### config.mk
export PLATFORM = sky130hd
export DESIGN_NAME = bytefifo_engine
export DESIGN_NICKNAME = d
export VERILOG_FILES = /design/src/rtl/bfe_pkg.sv /design/src/rtl/bfe_fifo.sv /design/src/rtl/bfe_rx_pack.sv /design/src/rtl/bfe_tx_unpack.sv /design/src/rtl/bytefifo_engine.sv
export SDC_FILE = /design/constraint.sdc
export NUM_CORES = 1
export LEC_CHECK = 0
export CAP_MARGIN = 20
export CORE_ASPECT_RATIO = 0.6
export CORE_MARGIN = 5
export CORE_UTILIZATION = 30
export CTS_BUF_LIST = sky130_fd_sc_hd__clkbuf_2
export CTS_CLUSTER_DIAMETER = 200
export DETAILED_ROUTE_END_ITERATION = 6
export DONT_BUFFER_PORTS = 1
export SLEW_MARGIN = 10
export SYNTH_ARGS = -nofsm -noshare
export SYNTH_HDL_FRONTEND = slang
export SYNTH_SLANG_ARGS = --single-unit
### constraint.sdc
create_clock -name clk -period 6.34 [get_ports clk]
set_clock_uncertainty 0.1 [all_clocks]
set_input_delay 1.902 -clock clk [delete_from_list [all_inputs] [get_ports clk]]
set_output_delay 1.902 -clock clk [all_outputs]
set_load 0.01 [all_outputs]
### src/rtl/bfe_pkg.sv
package bfe_pkg;
   localparam int CTL_EN      = 0;
   localparam int CTL_DIR     = 1;
   localparam int ST_W        = 22;
   localparam int ST_DEND     = 8;
   localparam int ST_BEND     = 10;
   localparam int ST_TX_ACT   = 12;
   localparam int ST_RX_ACT   = 13;
   localparam int ST_TX_HALF  = 14;
   localparam int ST_RX_HALF  = 15;
   localparam int ST_TX_FULL  = 16;
   localparam int ST_RX_FULL  = 17;
   localparam int ST_TX_EMPTY = 18;
   localparam int ST_RX_EMPTY = 19;
   localparam int ST_TX_AVAIL = 20;
   localparam int ST_RX_AVAIL = 21;
   localparam logic [ST_W-1:0] TX_SET = 22'h155000;
   localparam logic [ST_W-1:0] RX_SET = 22'h2AA000;
endpackage

### src/rtl/bfe_fifo.sv
module bfe_fifo #(
   parameter int W     = 32,
   parameter int DEPTH = 16
) (
   input  logic                     clk,
   input  logic                     rst_n,
   input  logic                     push,
   input  logic [W-1:0]             push_data,
   input  logic                     pop,
   output logic [W-1:0]             head,
   output logic [$clog2(DEPTH):0]   occ,
   output logic                     full,
   output logic                     empty
);
   localparam int AW = $clog2(DEPTH);

   logic [W-1:0]  mem [DEPTH];
   logic [AW-1:0] rd_ptr;
   logic [AW-1:0] wr_ptr;
   logic          do_push;
   logic          do_pop;

   assign full    = (occ == (AW+1)'(DEPTH));
   assign empty   = (occ == '0);
   assign do_push = push && !full;
   assign do_pop  = pop && !empty;
   assign wr_ptr  = rd_ptr + occ[AW-1:0];
   assign head    = empty ? '0 : mem[rd_ptr];

   always_ff @(posedge clk or negedge rst_n) begin
      if (!rst_n) begin
         rd_ptr <= '0;
         occ    <= '0;
      end else begin
         if (do_pop) rd_ptr <= rd_ptr + AW'(1);
         occ <= occ + (AW+1)'(do_push) - (AW+1)'(do_pop);
      end
   end

   always_ff @(posedge clk) begin
      if (do_push) mem[wr_ptr] <= push_data;
   end
endmodule

### src/rtl/bfe_rx_pack.sv
module bfe_rx_pack #(
   parameter int BYTE_W = 8,
   parameter int BPW    = 4
) (
   input  logic                  clk,
   input  logic                  rst_n,
   input  logic                  restart,
   input  logic                  take,
   input  logic                  last,
   input  logic [BYTE_W-1:0]     byte_in,
   output logic [BPW*BYTE_W-1:0] word_out,
   output logic                  word_valid
);
   localparam int LW = $clog2(BPW);

   logic [BPW*BYTE_W-1:0] acc;
   logic [LW-1:0]         lane;

   for (genvar g = 0; g < BPW; g++) begin : g_lane
      assign word_out[g*BYTE_W +: BYTE_W] =
         (lane == LW'(g)) ? byte_in :
         (lane >  LW'(g)) ? acc[g*BYTE_W +: BYTE_W] : '0;
   end

   assign word_valid = take && ((lane == LW'(BPW-1)) || last);

   always_ff @(posedge clk or negedge rst_n) begin
      if (!rst_n) begin
         acc  <= '0;
         lane <= '0;
      end else if (restart || word_valid) begin
         acc  <= '0;
         lane <= '0;
      end else if (take) begin
         acc  <= word_out;
         lane <= lane + LW'(1);
      end
   end
endmodule

### src/rtl/bfe_tx_unpack.sv
module bfe_tx_unpack #(
   parameter int BYTE_W = 8,
   parameter int BPW    = 4
) (
   input  logic                  clk,
   input  logic                  rst_n,
   input  logic                  restart,
   input  logic                  send,
   input  logic [BPW*BYTE_W-1:0] head,
   output logic                  have_bytes,
   output logic [BYTE_W-1:0]     byte_out
);
   localparam int LW = $clog2(BPW);

   logic [BPW*BYTE_W-1:0] cur;
   logic [LW-1:0]         left;

   assign have_bytes = (left != '0);
   assign byte_out   = have_bytes ? cur[BYTE_W-1:0] : head[BYTE_W-1:0];

   always_ff @(posedge clk or negedge rst_n) begin
      if (!rst_n) begin
         cur  <= '0;
         left <= '0;
      end else if (restart) begin
         left <= '0;
      end else if (send) begin
         if (have_bytes) begin
            cur  <= cur >> BYTE_W;
            left <= left - LW'(1);
         end else begin
            cur  <= head >> BYTE_W;
            left <= LW'(BPW-1);
         end
      end
   end
endmodule

### src/rtl/bytefifo_engine.sv
module bytefifo_engine
   import bfe_pkg::*;
#(
   parameter int WORD_W = 32,
   parameter int BYTE_W = 8,
   parameter int DEPTH  = 16,
   parameter int LEN_W  = 16,
   parameter int CTL_W  = 8
) (
   input  logic              clk,
   input  logic              rst_n,
   input  logic              ctrl_wr,
   input  logic [CTL_W-1:0]  ctrl_wdata,
   input  logic              len_wr,
   input  logic [LEN_W-1:0]  len_wdata,
   input  logic              host_push,
   input  logic [WORD_W-1:0] host_push_data,
   input  logic              host_pop,
   output logic [WORD_W-1:0] host_pop_data,
   input  logic              host_status_rd,
   input  logic              host_clr_done,
   input  logic              card_rd_ready,
   input  logic [BYTE_W-1:0] card_rd_byte,
   output logic              card_rd_strobe,
   output logic              card_wr_strobe,
   output logic [BYTE_W-1:0] card_wr_byte,
   output logic [CTL_W-1:0]  ctrl_q,
   output logic [LEN_W-1:0]  byte_count,
   output logic [LEN_W-1:0]  word_count,
   output logic [ST_W-1:0]   status
);
   localparam int BPW   = WORD_W / BYTE_W;
   localparam int BSH   = $clog2(BPW);
   localparam int OCC_W = $clog2(DEPTH) + 1;
   localparam int HALF  = DEPTH / 2;

   if (WORD_W % BYTE_W != 0) begin : g_bad_lanes
      $error("WORD_W must be a whole number of bytes");
   end
   if (BPW < 2 || (1 << BSH) != BPW) begin : g_bad_bpw
      $error("bytes per word must be a power of two, at least 2");
   end
   if (DEPTH < 2 || (1 << (OCC_W-1)) != DEPTH) begin : g_bad_depth
      $error("DEPTH must be a power of two, at least 2");
   end
   if (CTL_W <= CTL_DIR) begin : g_bad_ctl
      $error("control register too narrow");
   end

   logic [LEN_W-1:0]  len_q;
   logic [LEN_W-1:0]  cnt;
   logic              defer_q;
   logic              dend_q;
   logic              bend_q;
   logic [OCC_W-1:0]  fifo_occ;
   logic              fifo_full;
   logic              fifo_empty;
   logic [WORD_W-1:0] fifo_head;
   logic              en;
   logic              dir_rx;
   logic              cnt_zero;
   logic              start;
   logic              host_push_ok;
   logic              host_pop_ok;
   logic              rx_move;
   logic              tx_move;
   logic              eng_pop;
   logic              have_bytes;
   logic [WORD_W-1:0] pack_word;
   logic              pack_valid;
   logic [LEN_W:0]    wc_sum;

   assign en       = ctrl_q[CTL_EN];
   assign dir_rx   = ctrl_q[CTL_DIR];
   assign cnt_zero = (cnt == '0);
   assign start    = ctrl_wr && ctrl_wdata[CTL_EN];

   assign host_push_ok = host_push && !cnt_zero && !fifo_full;
   assign host_pop_ok  = host_pop && !fifo_empty;

   assign rx_move = en && dir_rx && !cnt_zero && card_rd_ready && !defer_q
                    && !fifo_full && !host_push && !ctrl_wr;
   assign tx_move = en && !dir_rx && !cnt_zero && !ctrl_wr
                    && (have_bytes || (!fifo_empty && !host_pop));
   assign eng_pop = tx_move && !have_bytes;

   bfe_fifo #(.W(WORD_W), .DEPTH(DEPTH)) u_fifo (
      .clk       (clk),
      .rst_n     (rst_n),
      .push      (host_push_ok || pack_valid),
      .push_data (pack_valid ? pack_word : host_push_data),
      .pop       (host_pop_ok || eng_pop),
      .head      (fifo_head),
      .occ       (fifo_occ),
      .full      (fifo_full),
      .empty     (fifo_empty)
   );

   bfe_rx_pack #(.BYTE_W(BYTE_W), .BPW(BPW)) u_pack (
      .clk        (clk),
      .rst_n      (rst_n),
      .restart    (start),
      .take       (rx_move),
      .last       (cnt == LEN_W'(1)),
      .byte_in    (card_rd_byte),
      .word_out   (pack_word),
      .word_valid (pack_valid)
   );

   bfe_tx_unpack #(.BYTE_W(BYTE_W), .BPW(BPW)) u_unpack (
      .clk        (clk),
      .rst_n      (rst_n),
      .restart    (start),
      .send       (tx_move),
      .head       (fifo_head),
      .have_bytes (have_bytes),
      .byte_out   (card_wr_byte)
   );

   always_ff @(posedge clk or negedge rst_n) begin
      if (!rst_n) begin
         ctrl_q  <= '0;
         len_q   <= '0;
         cnt     <= '0;
         defer_q <= 1'b0;
         dend_q  <= 1'b0;
         bend_q  <= 1'b0;
      end else begin
         if (len_wr) len_q <= len_wdata;
         if (ctrl_wr) ctrl_q <= ctrl_wdata;
         else if (en && cnt_zero && fifo_empty) ctrl_q[CTL_EN] <= 1'b0;
         if (start) cnt <= len_q;
         else if (rx_move || tx_move) cnt <= cnt - LEN_W'(1);
         if (host_pop_ok) defer_q <= 1'b1;
         else if (host_status_rd) defer_q <= 1'b0;
         if (host_clr_done) begin
            dend_q <= 1'b0;
            bend_q <= 1'b0;
         end
         if (en && cnt_zero) begin
            dend_q <= 1'b1;
            bend_q <= 1'b1;
         end
      end
   end

   always_comb begin
      status = '0;
      status[ST_DEND] = dend_q;
      status[ST_BEND] = bend_q;
      if (en && !(cnt_zero && fifo_empty)) begin
         if (dir_rx) begin
            status[ST_RX_ACT]   = 1'b1;
            status[ST_RX_HALF]  = (fifo_occ >= OCC_W'(HALF));
            status[ST_RX_FULL]  = fifo_full;
            status[ST_RX_EMPTY] = fifo_empty;
            status[ST_RX_AVAIL] = !fifo_empty;
         end else begin
            status[ST_TX_ACT]   = 1'b1;
            status[ST_TX_HALF]  = (fifo_occ <= OCC_W'(HALF));
            status[ST_TX_FULL]  = fifo_full;
            status[ST_TX_EMPTY] = fifo_empty;
            status[ST_TX_AVAIL] = !fifo_empty;
         end
      end
   end

   assign wc_sum         = {1'b0, cnt} + (LEN_W+1)'(BPW-1);
   assign word_count     = LEN_W'(wc_sum >> BSH);
   assign byte_count     = cnt;
   assign host_pop_data  = fifo_head;
   assign card_rd_strobe = rx_move;
   assign card_wr_strobe = tx_move;
endmodule

== Word-level counts from Yosys, hierarchy flattened ==
Memories as Yosys holds them, arrays and structs flattened.
Index checks and enable logic that the tools add are counted.
W data, S select, Z words.

* $add $sub $neg: 8
* Multiply operators: 0
* Div/mod/pow operators: 0
* $lt $le $gt $ge: 6
* Eq/ne operators: 5
* Shifts and indexed selects: 0
* Muxes and demuxes: 40
* Bitwise gates (word level): 1
* Reduce and logical (&&, ||, !) cells: 51

{| class="wikitable"
|+ Operator list
! kind !! number
|-
| $mux W32 || 4
|-
| $mux W8 || 9
|-
| $mux W16 || 2
|-
| $logic_and A1 B1 Y1 || 24
|-
| $mux W24 || 1
|-
| $mux W1 || 18
|-
| $add A16 B2 Y17 const B || 1
|-
| $eq A16 B1 Y1 const B || 1
|-
| $logic_not A16 Y1 || 1
|-
| $sub A16 B1 Y16 const B || 1
|-
| $reduce_bool A2 Y1 || 7
|-
| $logic_not A1 Y1 || 10
|-
| $mux W10 || 1
|-
| $mux W2 || 5
|-
| $logic_or A1 B1 Y1 || 6
|-
| $add A5 B1 Y5 || 1
|-
| $eq A5 B5 Y1 const B || 1
|-
| $ge A5 B4 Y1 const B || 1
|-
| $le A5 B4 Y1 const B || 1
|-
| $logic_not A5 Y1 || 1
|-
| $sub A5 B1 Y5 || 1
|-
| $add A4 B1 Y4 const B || 1
|-
| $add A4 B4 Y4 || 1
|-
| $eq A2 B2 Y1 const B || 2
|-
| other kinds (8) || 10
|}

* Bits in registers: 119
* Bits in latches: 0
* RAM bits: 512
* ROM bits: 0
* Input bits: 73
* Word-level logic and storage cells: 124
* Memories kept: 1

{| class="wikitable"
|+ Memory list
! memory !! words !! width !! rd ports !! clocked after memory_dff !! wr ports !! line !! text
|-
| u_fifo.mem || 16 || 32 || 1 || 0 || 1 || bfe_fifo.sv:17 || <nowiki>logic [W-1:0] mem [DEPTH];</nowiki>
|}

== Logic depth before layout (Yosys ltp) ==
Gate-level depths: netlist of run 1.

* Word-level depth: 13
* Mapped depth: 17

== By module ==
A second synthesis of run 1 with hierarchy kept.

* Cell total of the unflattened synthesis: 1375
* Area, all modules: 25747.2 µm²

{| class="wikitable"
|+ By module, submodules not included
! module !! times used !! cells each !! area an instance (µm²)
|-
| bfe_fifo || 1 || 870 || 20114.3
|-
| bytefifo_engine || 1 || 290 || 2819.0
|-
| bfe_tx_unpack || 1 || 107 || 1473.9
|-
| bfe_rx_pack || 1 || 108 || 1340.0
|}

== Worst setup path after synthesis of run 1 ==
No wires, ideal clock.

* Kind: input to register
* From: input host_push
* To: memory u_fifo.mem[0][0], enable pin
* Arrival: 6035 ps
* Path slack: -297 ps
* Stages: 5
* Cells stage by stage: nand2b_1 -> or4_4 -> nor3_4 -> a21oi_4 -> nor4_1

* Word-level cells in the longest chain between the ends: 8
* Elaborated cells on any way between the ends: 10
* Classes of those cells: 2 x mux; 8 x reduce/logical

{| class="wikitable"
|+ RTL lines
! item !! line !! text
|-
| start: declaration || bytefifo_engine.sv:16 || <nowiki>input logic host_push,</nowiki>
|-
| $logic_not A1 Y1 || bytefifo_engine.sv:82 || <nowiki>&& !fifo_full && !host_push && !ctrl_wr;</nowiki>
|-
| $logic_and A1 B1 Y1 (2 in a row) || bytefifo_engine.sv:82 ||
|-
| $logic_and A1 B1 Y1 || bfe_rx_pack.sv:25 || <nowiki>assign word_valid = take && ((lane == LW'(BPW-1)) || last);</nowiki>
|-
| $logic_or A1 B1 Y1 * || bytefifo_engine.sv:90 || <nowiki>.push (host_push_ok || pack_valid),</nowiki>
|-
| $logic_and A1 B1 Y1 * || bfe_fifo.sv:25 || <nowiki>assign do_push = push && !full;</nowiki>
|-
| $mux W1 * || bfe_fifo.sv:41 || <nowiki>if (do_push) mem[wr_ptr] <= push_data;</nowiki>
|-
| $mux W1 (not written as such) * || bfe_fifo.sv:41 ||
|-
| end: declaration || bfe_fifo.sv:17 ||
|}

Mark *: on every way between the ends. The rest lies on a longest branch, timed or not.

== Final worst setup path of run 1 ==
* From: register u_fifo.occ[2]
* To: output host_pop_data[8]

* Word-level cells in the longest chain between the ends: 2

{| class="wikitable"
|+ RTL lines
! item !! line !! text
|-
| start: declaration || bfe_fifo.sv:11 || <nowiki>output logic [$clog2(DEPTH):0] occ,</nowiki>
|-
| start signal: assignment || bfe_fifo.sv:36 || <nowiki>occ <= occ + (AW+1)'(do_push) - (AW+1)'(do_pop);</nowiki>
|-
| $logic_not A5 Y1 || bfe_fifo.sv:24 || <nowiki>assign empty = (occ == '0);</nowiki>
|-
| $mux W32 || bfe_fifo.sv:28 || <nowiki>assign head = empty ? '0 : mem[rd_ptr];</nowiki>
|-
| end: declaration || bytefifo_engine.sv:19 || <nowiki>output logic [WORD_W-1:0] host_pop_data,</nowiki>
|}

No other way between the ends.

==> flow_summary.ini, run 1 <==
[timing]
setup_ws_ps = 336
timing.final.max_slew_violations = 0
rsz0062_at_grt = no
fmax_ghz = 0.167
finalHoldViolations = 0
tns_ps = 0
period_needed_ps = 6000
fin_crit_sh = 0.947
setup_viol = 0
worstMarginPinSlew_ps = 1080
relSlewSlack = 0.274
whs_ps = 296

[yosys]
ys_seq_area_frac = 0.699
netlist_area_sq_mm = 0.0257
ys_types = 65
synthCells = 1445
synth_warnings = 0
ys_top_cells_by_area = edfxtp_1, mux4_2, dfrtp_1
yosys.area_share.simple = 0.0463
synth.most_common_cell = edfxtp_1
synth-compound-area-share = 0.0523
synthAdderAreaFrac = 0.0108
synth_mux_area_frac = 0.159
ys_ff_latch = 615
synth_top_area_frac = 0.599
synth_top_family_by_area = multiplexers
avgSynthCellArea_sq_um = 17.8
yosysTopAreaCell = edfxtp_1
synth_top_cells_by_count = edfxtp_1, mux4_2, dfrtp_1
synthArstFlopShare = 0.167
synth_top_flop_cell = edfxtp_1
synth_edf_count = 512
yosys.area_share.xor_xnor = 0.00853

[final_layout]
final_nets = 1633
drive_gt1_frac = 0.307
area_delta_synth_final_pct = 11.0
fillers = 8225

[clock_network]
cts_buffer_depth = 3
cts_sinks = 615
cts.htree.levels = 4
cts_tree = done
clk_pin_slew_ps = 120
cts-resized-gates = 0
cts_hold_buf = 0
cts_buffers = 142
root_buffer = clkbuf_2
post_cts_buffers = 0
insertion_delay_ps = 1180

[detailed_routing]
drc = 0
vias = 14300
dr.pass1.iters = 7
drt_wl_total_um = 69100
ant_nets = 0
drt_iter0_drc = 1383
routedWlPerCell_um = 24.7
viasPerCell = 5.10

[power_and_ir_drop]
power_density_mw_per_mm2 = 474
p_leak_nw = 9.75
power_w = 0.0135
ir_worst_vdd_v = 0.000319

[worst_setup_path]
start_kind = register
ff2ff_setup_slack_ps = 2030
cp-end-kind = output port
worstPathRequired_ps = 4340
r2r_start = byte_count[0]
worstReg2RegEnd = u_fifo.occ[4]
crit_path_max_incr_delay_ps = 870
ff2ff_path_depth = 16
path_buf_inv = 2
crit_end = host_pop_data[8]
cp.arrival_ps = 4000
worst-setup-path-type = reg2out
cp_num_cells = 6
path_max_fanout = 16
crit_family = simple AND/OR/NAND/NOR gates
crit_path_start = u_fifo.occ[2]
path_cells = inv_1 -> ha_1 -> or4b_2 -> nand2_1 -> buf_4 -> o22ai_1
slowest_stage = or4b_2

[placed_design]
pre_cts_slack_ps = 1050
place.gp.congestion = 0.860
numPortBuffers = 0
dp_hpwl_um = 41300

[worst_hold_path]
hold_path.class = in2async

[grt]
grt_max_degree = 104
antenna_found_initial = 13
grt_usage = 0.147
grt_pass1_wl_um = 99700
overflow = 0
grt_pass1_vias = 14300

[floorplan]
die-area_sq_mm = 0.0917
start_util = 0.301
die_w_um = 388
io_pins = 177
die_h_um = 237
row_count = 83
core_sq_mm = 0.0852

[run_status]
status = complete, no violations

[job]
maxCapViolCount = 0
## per-layer routing
metal | part of all wire | vias up | GRT usage
met5 | 0.00049 | - | 0
met4 | 0.020 | 6 | 0.0403
met3 | 0.085 | 108 | 0.0439
met2 | 0.46 | 602 | 0.228
met1 | 0.43 | 7484 | 0.202
li1 | - | 6073 | -
## registers in the layout, summed over array words and instances, names as in the netlist
signal / count
u_pack.acc: 24
len_q: 16
byte_count: 16
u_fifo.mem: 512
bend_q: 1
u_fifo.occ: 5
u_pack.lane: 2
u_unpack.left: 2
defer_q: 1
u_fifo.rd_ptr: 4
ctrl_q: 8
u_unpack.cur: 24
## final cells by class
cell class,instances,area (sq um),area share
sequential,615,18000,0.630
multi-input combinational,712,7240,0.254
tap,1147,1440,0.0504
clock buffer,227,1140,0.0399
timing repair buffer,41,345,0.0121
clock inverter,24,255,0.00896
inverter,27,101,0.00356
antenna,7,17.5,0.000615
## cells by family after synthesis
| family | after synthesis |
|---|---|
| flops | 615 |
| other cells | 1 |
| buf+inv | 128 |
| mux | 241 |
| simple gates | 222 |
| xor+xnor | 25 |
| compound gates | 192 |
| fa+ha+maj | 21 |
## how the worst min path moves through the flow
stage	endpoint	slack, ps	cells after the start
after floorplan	byte_count[10]	350	2
after global placement	byte_count[8]	370	2
after detailed placement	byte_count[8]	360	2
after CTS	byte_count[5]	170	0
after global routing	u_pack.acc[14]	150	0
final	byte_count[5]	300	0
## layout by cell type, fill, tap and decap left out, types with 4 or more instances in the layout
master and n:
nor3_2 10, or3_1 6, mux2i_1 64, mux2_2 49, and3_1 7, nand3_1 18, o31ai_1 6, bufinv_16 5
and2_1 11, a211oi_1 8, inv_1 25, nand2_1 60, diode_2 7, o22ai_1 26, xor2_1 10, nor3_1 5
nor2_1 45, a32o_1 24, a21oi_1 62, ha_1 18, nor2b_1 8, buf_4 37, clkinvlp_4 4, conb_1 11
o311ai_0 6, nor4_2 8, dfrtp_1 99, clkbuf_2 227, edfxtp_1 512, a22o_1 24, o21ai_0 12, clkinv_1 8
a31oi_1 10, nand2b_1 6, xnor2_1 15, or4_1 10, mux4_2 128
## metrics by stage
stage,utilization,area (sq um),cells
final,0.335,28500,2800
after global routing,0.335,28500,2796
after CTS,0.334,28500,2790
after detailed placement,0.318,27100,2539
after global placement,0.318,27100,2539
after floorplan,-,25700,1455
## power by group
group          internal, W  switching [W]  total (W)  leakage [nW]
combinational      0.00176        0.00303    0.00479          2.80
clock              0.00114        0.00158    0.00272          1.06
sequential         0.00550       0.000508    0.00601          5.89
total              0.00840        0.00512     0.0135          9.75
Note: power is estimated with default switching activity, not from simulation.
==> run 2, diff against run 1 <==
- CORE_UTILIZATION: 30 -> 40
==> flow_summary.ini, run 2 (synthesis results as in run 1) <==
[worst_setup_path]
ff2ff_setup_slack_ps = 2280
cp.arrival_ps = 3950
path_cells = buf_12 -> buf_6 -> mux4_2 -> mux2i_1 -> o22ai_1
worstReg2RegEnd = u_fifo.occ[4]
path_max_fanout = 54
crit_family = buffers and inverters
path_buf_inv = 2
slowest_stage = dfrtp_4
ff2ff_path_depth = 15
crit_path_max_incr_delay_ps = 790
r2r_start = byte_count[0]
worst-setup-path-type = reg2out
worstPathRequired_ps = 4340
cp-end-kind = output port
start_kind = register

[timing]
tns_ps = 0
period_needed_ps = 5950
timing.final.max_slew_violations = 0
fmax_ghz = 0.168
worstMarginPinSlew_ps = 1150
fin_crit_sh = 0.939
finalHoldViolations = 0
whs_ps = 325
setup_viol = 0
rsz0062_at_grt = no
relSlewSlack = 0.230

[final_layout]
final_nets = 1647
drive_gt1_frac = 0.312
area_delta_synth_final_pct = 9.78
largest_reg_flops = 512
fillers = 5518
final_common_cell = edfxtp_1
reg_top3 = u_fifo.mem: 512 flops, u_pack.acc: 24 flops, u_unpack.cur: 24 flops
final_cell_mix = edfxtp_1, clkbuf_2, mux4_2
regMostFlops = u_fifo.mem

[clock_network]
cts_buffers = 148
cts_sinks = 615
root_buffer = clkbuf_2
cts.htree.levels = 4
cts_tree = done
cts_buffer_depth = 3
insertion_delay_ps = 1180
clk_pin_slew_ps = 110

[job]
maxCapViolCount = 0

[detailed_routing]
viasPerCell = 5.69
drt_iter0_drc = 1292
drc = 0
drt_wl_total_um = 68600
routedWlPerCell_um = 27.3
ant_nets = 0
vias = 14300
dr.pass1.iters = 5

[floorplan]
io_pins = 177
core_sq_mm = 0.0631
die-area_sq_mm = 0.0695
die_w_um = 337
row_count = 71
start_util = 0.407
die_h_um = 206

[power_and_ir_drop]
p_leak_nw = 9.80
ir_worst_vdd_v = 0.000330
power_density_mw_per_mm2 = 478
power_w = 0.0135

[placed_design]
dp_hpwl_um = 40700
place.gp.congestion = 0.851
numPortBuffers = 0

[grt]
grt_max_degree = 104
overflow = 0
antenna_found_initial = 12
grt_pass1_vias = 14500
grt_pass1_wl_um = 99400
grt_usage = 0.198

[run_status]
status = complete, no violations

[worst_hold_path]
hold_path.class = in2async
## run 2: through the flow
step / util / std cells / worst slack [ps] / cell area [sq um]
global placement: 0.424 / 2238 / 1230 / 26700
finish: 0.447 / 2516 / 386 / 28200
global route: 0.447 / 2516 / 45.8 / 28200
CTS: 0.446 / 2505 / 49.7 / 28100
detailed placement: 0.424 / 2239 / 1230 / 26700
floorplan: - / 1455 / -297 / 25700
## run 2: cell type report
| type | instances | area (sq um) | share of cell area |
|---|---|---|---|
| flip-flops and latches | 615 | 18000 | 0.637 |
| multi-input cells | 712 | 7260 | 0.258 |
| clock buffers | 229 | 1150 | 0.0407 |
| well taps | 839 | 1050 | 0.0372 |
| repair buffers | 49 | 397 | 0.0141 |
| clock inverters | 37 | 246 | 0.00875 |
| inverters | 27 | 101 | 0.00360 |
| diodes | 8 | 20.0 | 0.000710 |
## run 2: power by group
part	switching, W	total (W)	internal (W)
sequential	0.000512	0.00601	0.00549
clock	0.00159	0.00267	0.00108
combinational	0.00301	0.00481	0.00181
total	0.00511	0.0135	0.00838
## run 2: metal layers
layer | part of all wire | up-vias | GRT usage
met5 | 0.00073 | - | 0
li1 | - | 6097 | -
met1 | 0.42 | 7466 | 0.272
met3 | 0.090 | 122 | 0.0653
met2 | 0.46 | 619 | 0.300
met4 | 0.027 | 8 | 0.0696
## run 2: worst max path at each step
| stage | from | to | slack, ps | depth (start not counted) |
|---|---|---|---|---|
| floorplan | host_push | u_fifo.mem[0][0] | -300 | 5 |
| global placement | u_fifo.occ[3] | card_wr_byte[2] | 1230 | 6 |
| detailed placement | u_fifo.occ[2] | card_wr_byte[0] | 1230 | 6 |
| CTS | u_fifo.rd_ptr[1] | host_pop_data[22] | 50 | 5 |
| global route | u_fifo.rd_ptr[1] | host_pop_data[22] | 50 | 5 |
| finish | u_fifo.rd_ptr[1] | host_pop_data[22] | 390 | 5 |
## run 2: repair_timing
| action | 4_1_cts | 5_1_grt |
|---|---|---|
| cloned | 0 | 0 |
| resized for setup | 2 | 1 |
| pin swaps | 0 | 0 |
| endpoints found under the setup margin | 4 | 4 |
| setup buffers | 0 | 0 |
| hold buffers | 0 | 0 |
